--- src/rtl/dbgent_pkg.sv ---
package dbgent_pkg;
    localparam int NEV   = 19;
    localparam int IDX_W = $clog2(NEV);

    typedef enum logic [IDX_W-1:0] {
        EV_RST = 0, EV_NMI, EV_CHKSTOP, EV_MCHK,
        EV_ITLB_MISS, EV_ITLB_ERR, EV_DTLB_MISS, EV_DTLB_ERR,
        EV_EXT, EV_ALIGN, EV_PROG, EV_FPU, EV_DEC, EV_SYSC,
        EV_TRACE, EV_SWEMU, EV_IBRK, EV_LSBRK, EV_PBRK
    } ev_e;

    typedef struct packed {
        logic             valid;
        logic [IDX_W-1:0] idx;
    } pick_t;

    // Machine-state qualification of one event index.
    function automatic logic ev_allowed(input int idx, input logic ee,
                                        input logic ri, input logic bkm);
        if (idx == int'(EV_EXT) || idx == int'(EV_DEC))
            return ee;
        if (idx == int'(EV_IBRK) || idx == int'(EV_LSBRK))
            return ri || !bkm;
        if (idx == int'(EV_PBRK))
            return ri;
        return 1'b1;
    endfunction
endpackage

--- src/rtl/dbgent_rst_window.sv ---
module dbgent_rst_window #(
    parameter int WIN = 7
) (
    input  logic clk,
    input  logic rst,
    output logic rst_evt
);
    localparam int CW = $clog2(WIN + 1);

    logic [CW-1:0] cnt;

    always_ff @(posedge clk) begin
        if (rst)
            cnt <= '0;
        else if (cnt < CW'(WIN))
            cnt <= cnt + 1'b1;
    end

    assign rst_evt = !rst && (cnt == CW'(WIN - 1));
endmodule

--- src/rtl/dbgent_pick.sv ---
module dbgent_pick
    import dbgent_pkg::*;
(
    input  logic [NEV-1:0] raw,
    input  logic           ee,
    input  logic           ri,
    input  logic           bk_masked,
    output pick_t          pick
);
    logic [NEV-1:0] recog;

    generate
        for (genvar i = 0; i < NEV; i++) begin : g_qual
            assign recog[i] = raw[i] && ev_allowed(i, ee, ri, bk_masked);
        end
    endgenerate

    always_comb begin
        pick = '0;
        for (int i = NEV - 1; i >= 0; i--) begin
            if (recog[i]) begin
                pick.valid = 1'b1;
                pick.idx   = IDX_W'(i);
            end
        end
    end
endmodule

--- src/rtl/dbg_entry_ctl.sv ---
module dbg_entry_ctl
    import dbgent_pkg::*;
#(
    parameter int WIN_CYC = 7,
    parameter int CAUSE_W = 32
) (
    input  logic               clk,
    input  logic               rst,
    input  logic [NEV-2:0]     ev_req,
    input  logic               msr_ee,
    input  logic               msr_ri,
    input  logic               bk_masked,
    input  logic               glob_en,
    input  logic               dbg_pin,
    input  logic               der_wr,
    input  logic [NEV-1:0]     der_wdata,
    input  logic               exit_dbg,
    input  logic [CAUSE_W-1:0] cause_clr,
    output logic               dbg_entry,
    output logic               int_take,
    output logic               freeze,
    output logic               dbg_active,
    output logic               unrecov,
    output logic [NEV-1:0]     der_q,
    output logic [CAUSE_W-1:0] cause
);
    localparam int PIN_BIT = CAUSE_W - 1;

    logic               rst_evt;
    logic [NEV-1:0]     all_ev;
    pick_t              pick;
    logic               take, en_bit, to_dbg;
    logic [CAUSE_W-1:0] set_mask;

    dbgent_rst_window #(.WIN(WIN_CYC)) u_win (
        .clk    (clk),
        .rst    (rst),
        .rst_evt(rst_evt)
    );

    assign all_ev = {ev_req, rst_evt};

    dbgent_pick u_pick (
        .raw      (all_ev),
        .ee       (msr_ee),
        .ri       (msr_ri),
        .bk_masked(bk_masked),
        .pick     (pick)
    );

    assign take   = pick.valid && !dbg_active && !exit_dbg;
    assign en_bit = der_q[pick.idx] && (pick.idx != EV_RST || dbg_pin);
    assign to_dbg = take && glob_en && en_bit;

    always_comb begin
        set_mask = '0;
        if (take)
            set_mask[pick.idx] = 1'b1;
        if (to_dbg && pick.idx == EV_RST)
            set_mask[PIN_BIT] = 1'b1;
    end

    always_ff @(posedge clk) begin
        if (rst) begin
            dbg_entry  <= 1'b0;
            int_take   <= 1'b0;
            freeze     <= 1'b0;
            dbg_active <= 1'b0;
            unrecov    <= 1'b0;
            der_q      <= '1;
            cause      <= '0;
        end else begin
            dbg_entry <= to_dbg;
            int_take  <= take && !to_dbg;
            if (der_wr)
                der_q <= der_wdata;
            if (exit_dbg) begin
                dbg_active <= 1'b0;
                freeze     <= 1'b0;
                unrecov    <= 1'b0;
            end else begin
                if (to_dbg)
                    dbg_active <= 1'b1;
                if (take && en_bit)
                    freeze <= 1'b1;
                if (to_dbg && pick.idx == EV_NMI)
                    unrecov <= 1'b1;
            end
            cause <= (cause & ~cause_clr) | set_mask;
        end
    end
endmodule

--- config.mk ---
export PLATFORM = sky130hd
export DESIGN_NAME = dbg_entry_ctl
export DESIGN_NICKNAME = d
export VERILOG_FILES = /design/src/rtl/dbgent_pkg.sv /design/src/rtl/dbgent_rst_window.sv /design/src/rtl/dbgent_pick.sv /design/src/rtl/dbg_entry_ctl.sv
export SDC_FILE = /design/constraint.sdc
export NUM_CORES = 1
export LEC_CHECK = 0
export BUFFER_PORTS_ARGS = -buffer_cell sky130_fd_sc_hd__clkbuf_2
export CORE_MARGIN = 5
export CORE_UTILIZATION = 49
export CTS_CLUSTER_SIZE = 28
export DETAILED_ROUTE_END_ITERATION = 8
export PLACE_DENSITY = 0.87
export SYNTH_ARGS = -nofsm -noshare
export SYNTH_HDL_FRONTEND = slang
export SYNTH_HIERARCHICAL = 1
export SYNTH_SLANG_ARGS = --single-unit
--- constraint.sdc ---
create_clock -name clk -period 7.6 [get_ports clk]
set_input_delay 1.14 -clock clk [delete_from_list [all_inputs] [get_ports clk]]
set_output_delay 1.14 -clock clk [all_outputs]
set_load 0.02 [all_outputs]
==> summary.txt <==
Global route
  – Vias in the first global route: 2756
  – Met2 usage: 0.377
  – GRT Total Usage: 0.215
  – First-pass GRT wire length: 12.5 mm
  – Met3 usage in global routing: 0.0589
  – Initial antenna violation count: 0
  – Largest net degree at the start of global routing: 39
  – Grt ovf: 0
  – GR met1 Demand/Resource: 0.241
  – Top Usage Layer GRT: met2

Logic synthesis
  – Post-Synthesis Cell Area: 0.00270 mm²
  – Post-Synth Simple-Gate Area: 0.263
  – Largest family of logic cells by synthesized area: simple AND/OR/NAND/NOR gates
  – Compound-Gate Fraction of Synth Area: 0.140
  – Post-Synthesis Cells: 309
  – Main synth FF type: dfxtp_1
  – XOR/XNOR share of the synthesized area: 0
  – Async set or reset register ratio after synthesis: 0
  – Post-synth EDFFs: 0
  – Syn_nets: 389
  – Seq/Total Area, Yosys: 0.437
  – Register bit total from synthesis: 59
  – Adder-Cell Fraction of Synth Area: 0.00925
  – Synth warn: 6
  – Syn avg cell area: 8.75 µm²
  – Post-synth cell types: ~40
  – Post-synthesis mux area share: 0.116

Placement
  – DP Area: 0.00340 mm²
  – Cells after DPL: 500
  – Port bufs: between 100 and 150
  – Routability cong.: 0.788
  – Dpl hpwl: a little under 6 mm

Critical path
  – CP max FO: 38
  – Setup CP Type: in2reg
  – Crit path DAT: 4.37 ns
  – Critical Path Most Common Cell: nor2_1
  – Worst-path cell chain: clkbuf_2, nor2_1, nor2_1, nand2_1, o32ai_2, mux2_2, a221o_1, a222oi_1, o21ai_0
  – Crit end category: flip-flop
  – Startpoint types: input port
  – Critical path required time: 7.78 ns
  – Worst-path cell with the longest stage delay: a222oi_1
  – Crit-path max cell delay: 0.67 ns
  – Worst reg-to-reg setup slack: 4.18 ns

Floorplan
  – Starting Density: 0.497
  – IO Count: around 130
  – Die Span X: 84.3 µm
  – Die area: approximately 0.007 mm²
  – Num rows: 27
  – Core Area: 0.00544 mm²
  – Die height: 84.3 µm

Pwr
  – Pwr per Cell Area: slightly below 200 mW/mm²
  – Lkg Pwr: between 1.5 and 2 nW
  – Worst vdd ir: 0.134 mV

Timing
  – Max-Slew Margin vs Limit: 0.324
  – RSZ-0062 raised after global routing: false
  – Worst-margin pin slew: 1.01 ns
  – # setup viols final: 0
  – Max Transition Viols Final: 0
  – Setup tns final: 0 ns
  – Final hold violations: 0
  – Clk_skew: 0.00601 ns
  – Tcrit/Tclk final: 0.552
  – Min cycle time layout: 4.20 ns
  – Max frequency: 238 MHz

Clock network
  – Number of buffers created by CTS: 9
  – Clk root buf: clkbuf_8
  – Hold_buf cts: 0
  – Setup Fix Bufs, Post-CTS: 0
  – Post-CTS resize count: 0
  – CTS tree: yes
  – Clock sink count: 59
  – Clk Latency, worst-skew pair: between 0.3 and 0.4 ns
  – Clk buf depth: 2
  – H-tree levels: 3
  – Clk slew on worst S/H paths: 0.06 ns

Finish
  – # diodes: 0
  – Final Cell Area: 0.00360 mm²
  – Seq. cell area: 0.00118 mm²
  – Multi-input gate area: 0.00144 mm²
  – Area Overhead vs Synth: 33.0%
  – Final std cells w/o fill: 515
  – Final nets: 519
  – Commonest non-fill, non-tap cell in the layout: clkbuf_2
  – Layout cells sized above 1: 0.357
  – Fillers: 442
  – Most frequent cells in the layout: clkbuf_2 (133), dfxtp_1 (59), nor2_1 (47)

Detailed routing
  – Drt pass-1 iters: 5
  – Detailed-route vias per instance: 5.18
  – Routed len/inst: between 10 and 15 µm
  – Drc violations: 0
  – Post-DRT Antenna Nets: 0
  – Initial drt markers: around 140
  – Post-Route WL: 7.44 mm
  – Via count: approximately 2700

Worst hold path
  – Hold WC Path Type: reg2reg

Status
  – Status: complete, no violations

Flow run
  – Max_cap viols: 0
-- logic make-up (layout without fill, tap and decap cells) --
family	Yosys count	after routing
AO/OA/AOI/OAI	59	59
adder cells (fa/ha/maj)	2	2
buffers and inverters	21	155
flip-flops	59	59
multiplexers	26	26
AND/OR/NAND/NOR	142	142
-- critical path: cells and delay by family --
| kind | cells | cell delay [ns] |
|---|---|---|
| buffers and inverters | 1 | 0.55 |
| AND/OR/NAND/NOR | 3 | 0.51 |
| AO/OA/AOI/OAI | 4 | 1.74 |
| multiplexers | 1 | 0.42 |
-- cell usage after synthesis, types with 2 or more instances --
master / instances / area share
inv_1: 6 / 0.0083
o32ai_1: 2 / 0.0065
mux2i_1: 19 / 0.070
nand2_1: 33 / 0.046
dfxtp_1: 59 / 0.44
nand4_1: 3 / 0.0069
a31oi_1: 2 / 0.0046
nand3_1: 2 / 0.0037
ha_1: 2 / 0.0093
mux4_1: 3 / 0.029
nor3b_1: 6 / 0.017
nor3_1: 3 / 0.0056
mux2_2: 4 / 0.017
a221oi_1: 2 / 0.0065
nor2_1: 47 / 0.065
buf_6: 2 / 0.0083
nor2b_1: 34 / 0.079
and3_1: 5 / 0.012
clkbuf_1: 13 / 0.018
o21ai_0: 5 / 0.0093
nand2b_1: 2 / 0.0046
a21oi_1: 36 / 0.067
-- path summary, 6_finish.rpt --
kind / cells past startpoint / startpoint / endpoint
hold reg to reg: 2 / freeze / freeze
hold / removal: 2 / freeze / freeze
setup reg to reg: 11 / u_win/cnt[0] / unrecov
setup / recovery: 9 / rst / unrecov
-- area by class of cell --
type	count	area share
Multi-Input combinational cell	229	0.399
Inverter	6	0.00626
Clock inverter	2	0.00974
Sequential cell	59	0.328
Timing Repair Buffer	134	0.187
Clock buffer	13	0.0442
Tap cell	72	0.0250
-- sequential cells by signal, summed over array words and instances (netlist names) --
name,count
der_q,19
u_win/cnt,3
cause,32
int_take,1
unrecov,1
freeze,1
dbg_entry,1
dbg_active,1
-- stage by stage --
stage / worst slack, ns / hold WS [ns] / util / total power [mW]
3_5_place_dp: 3.10 / 0.464 / 0.626 / 0.431
2_1_floorplan: 4.02 / 0.462 / - / 0.388
6_report: 3.40 / 0.467 / 0.661 / 0.703
4_1_cts: 3.46 / 0.478 / 0.661 / 0.706
5_1_grt: 3.08 / 0.534 / 0.661 / 0.734
3_3_place_gp: 3.29 / 0.442 / 0.626 / 0.428
-- power by group --
part	switching (mW)	internal [mW]	total [mW]
combinational	0.0545	0.0423	0.0969
sequential	0.00798	0.320	0.328
clock	0.111	0.167	0.278
total	0.173	0.529	0.703
-- routing by layer --
layer | share of wire | wire, µm
met2 | 0.51 | 3760
met3 | 0.084 | 622
met4 | 0.022 | 161
met5 | 0 | 0
met1 | 0.39 | 2890
Power figures use the tool's default switching activity.
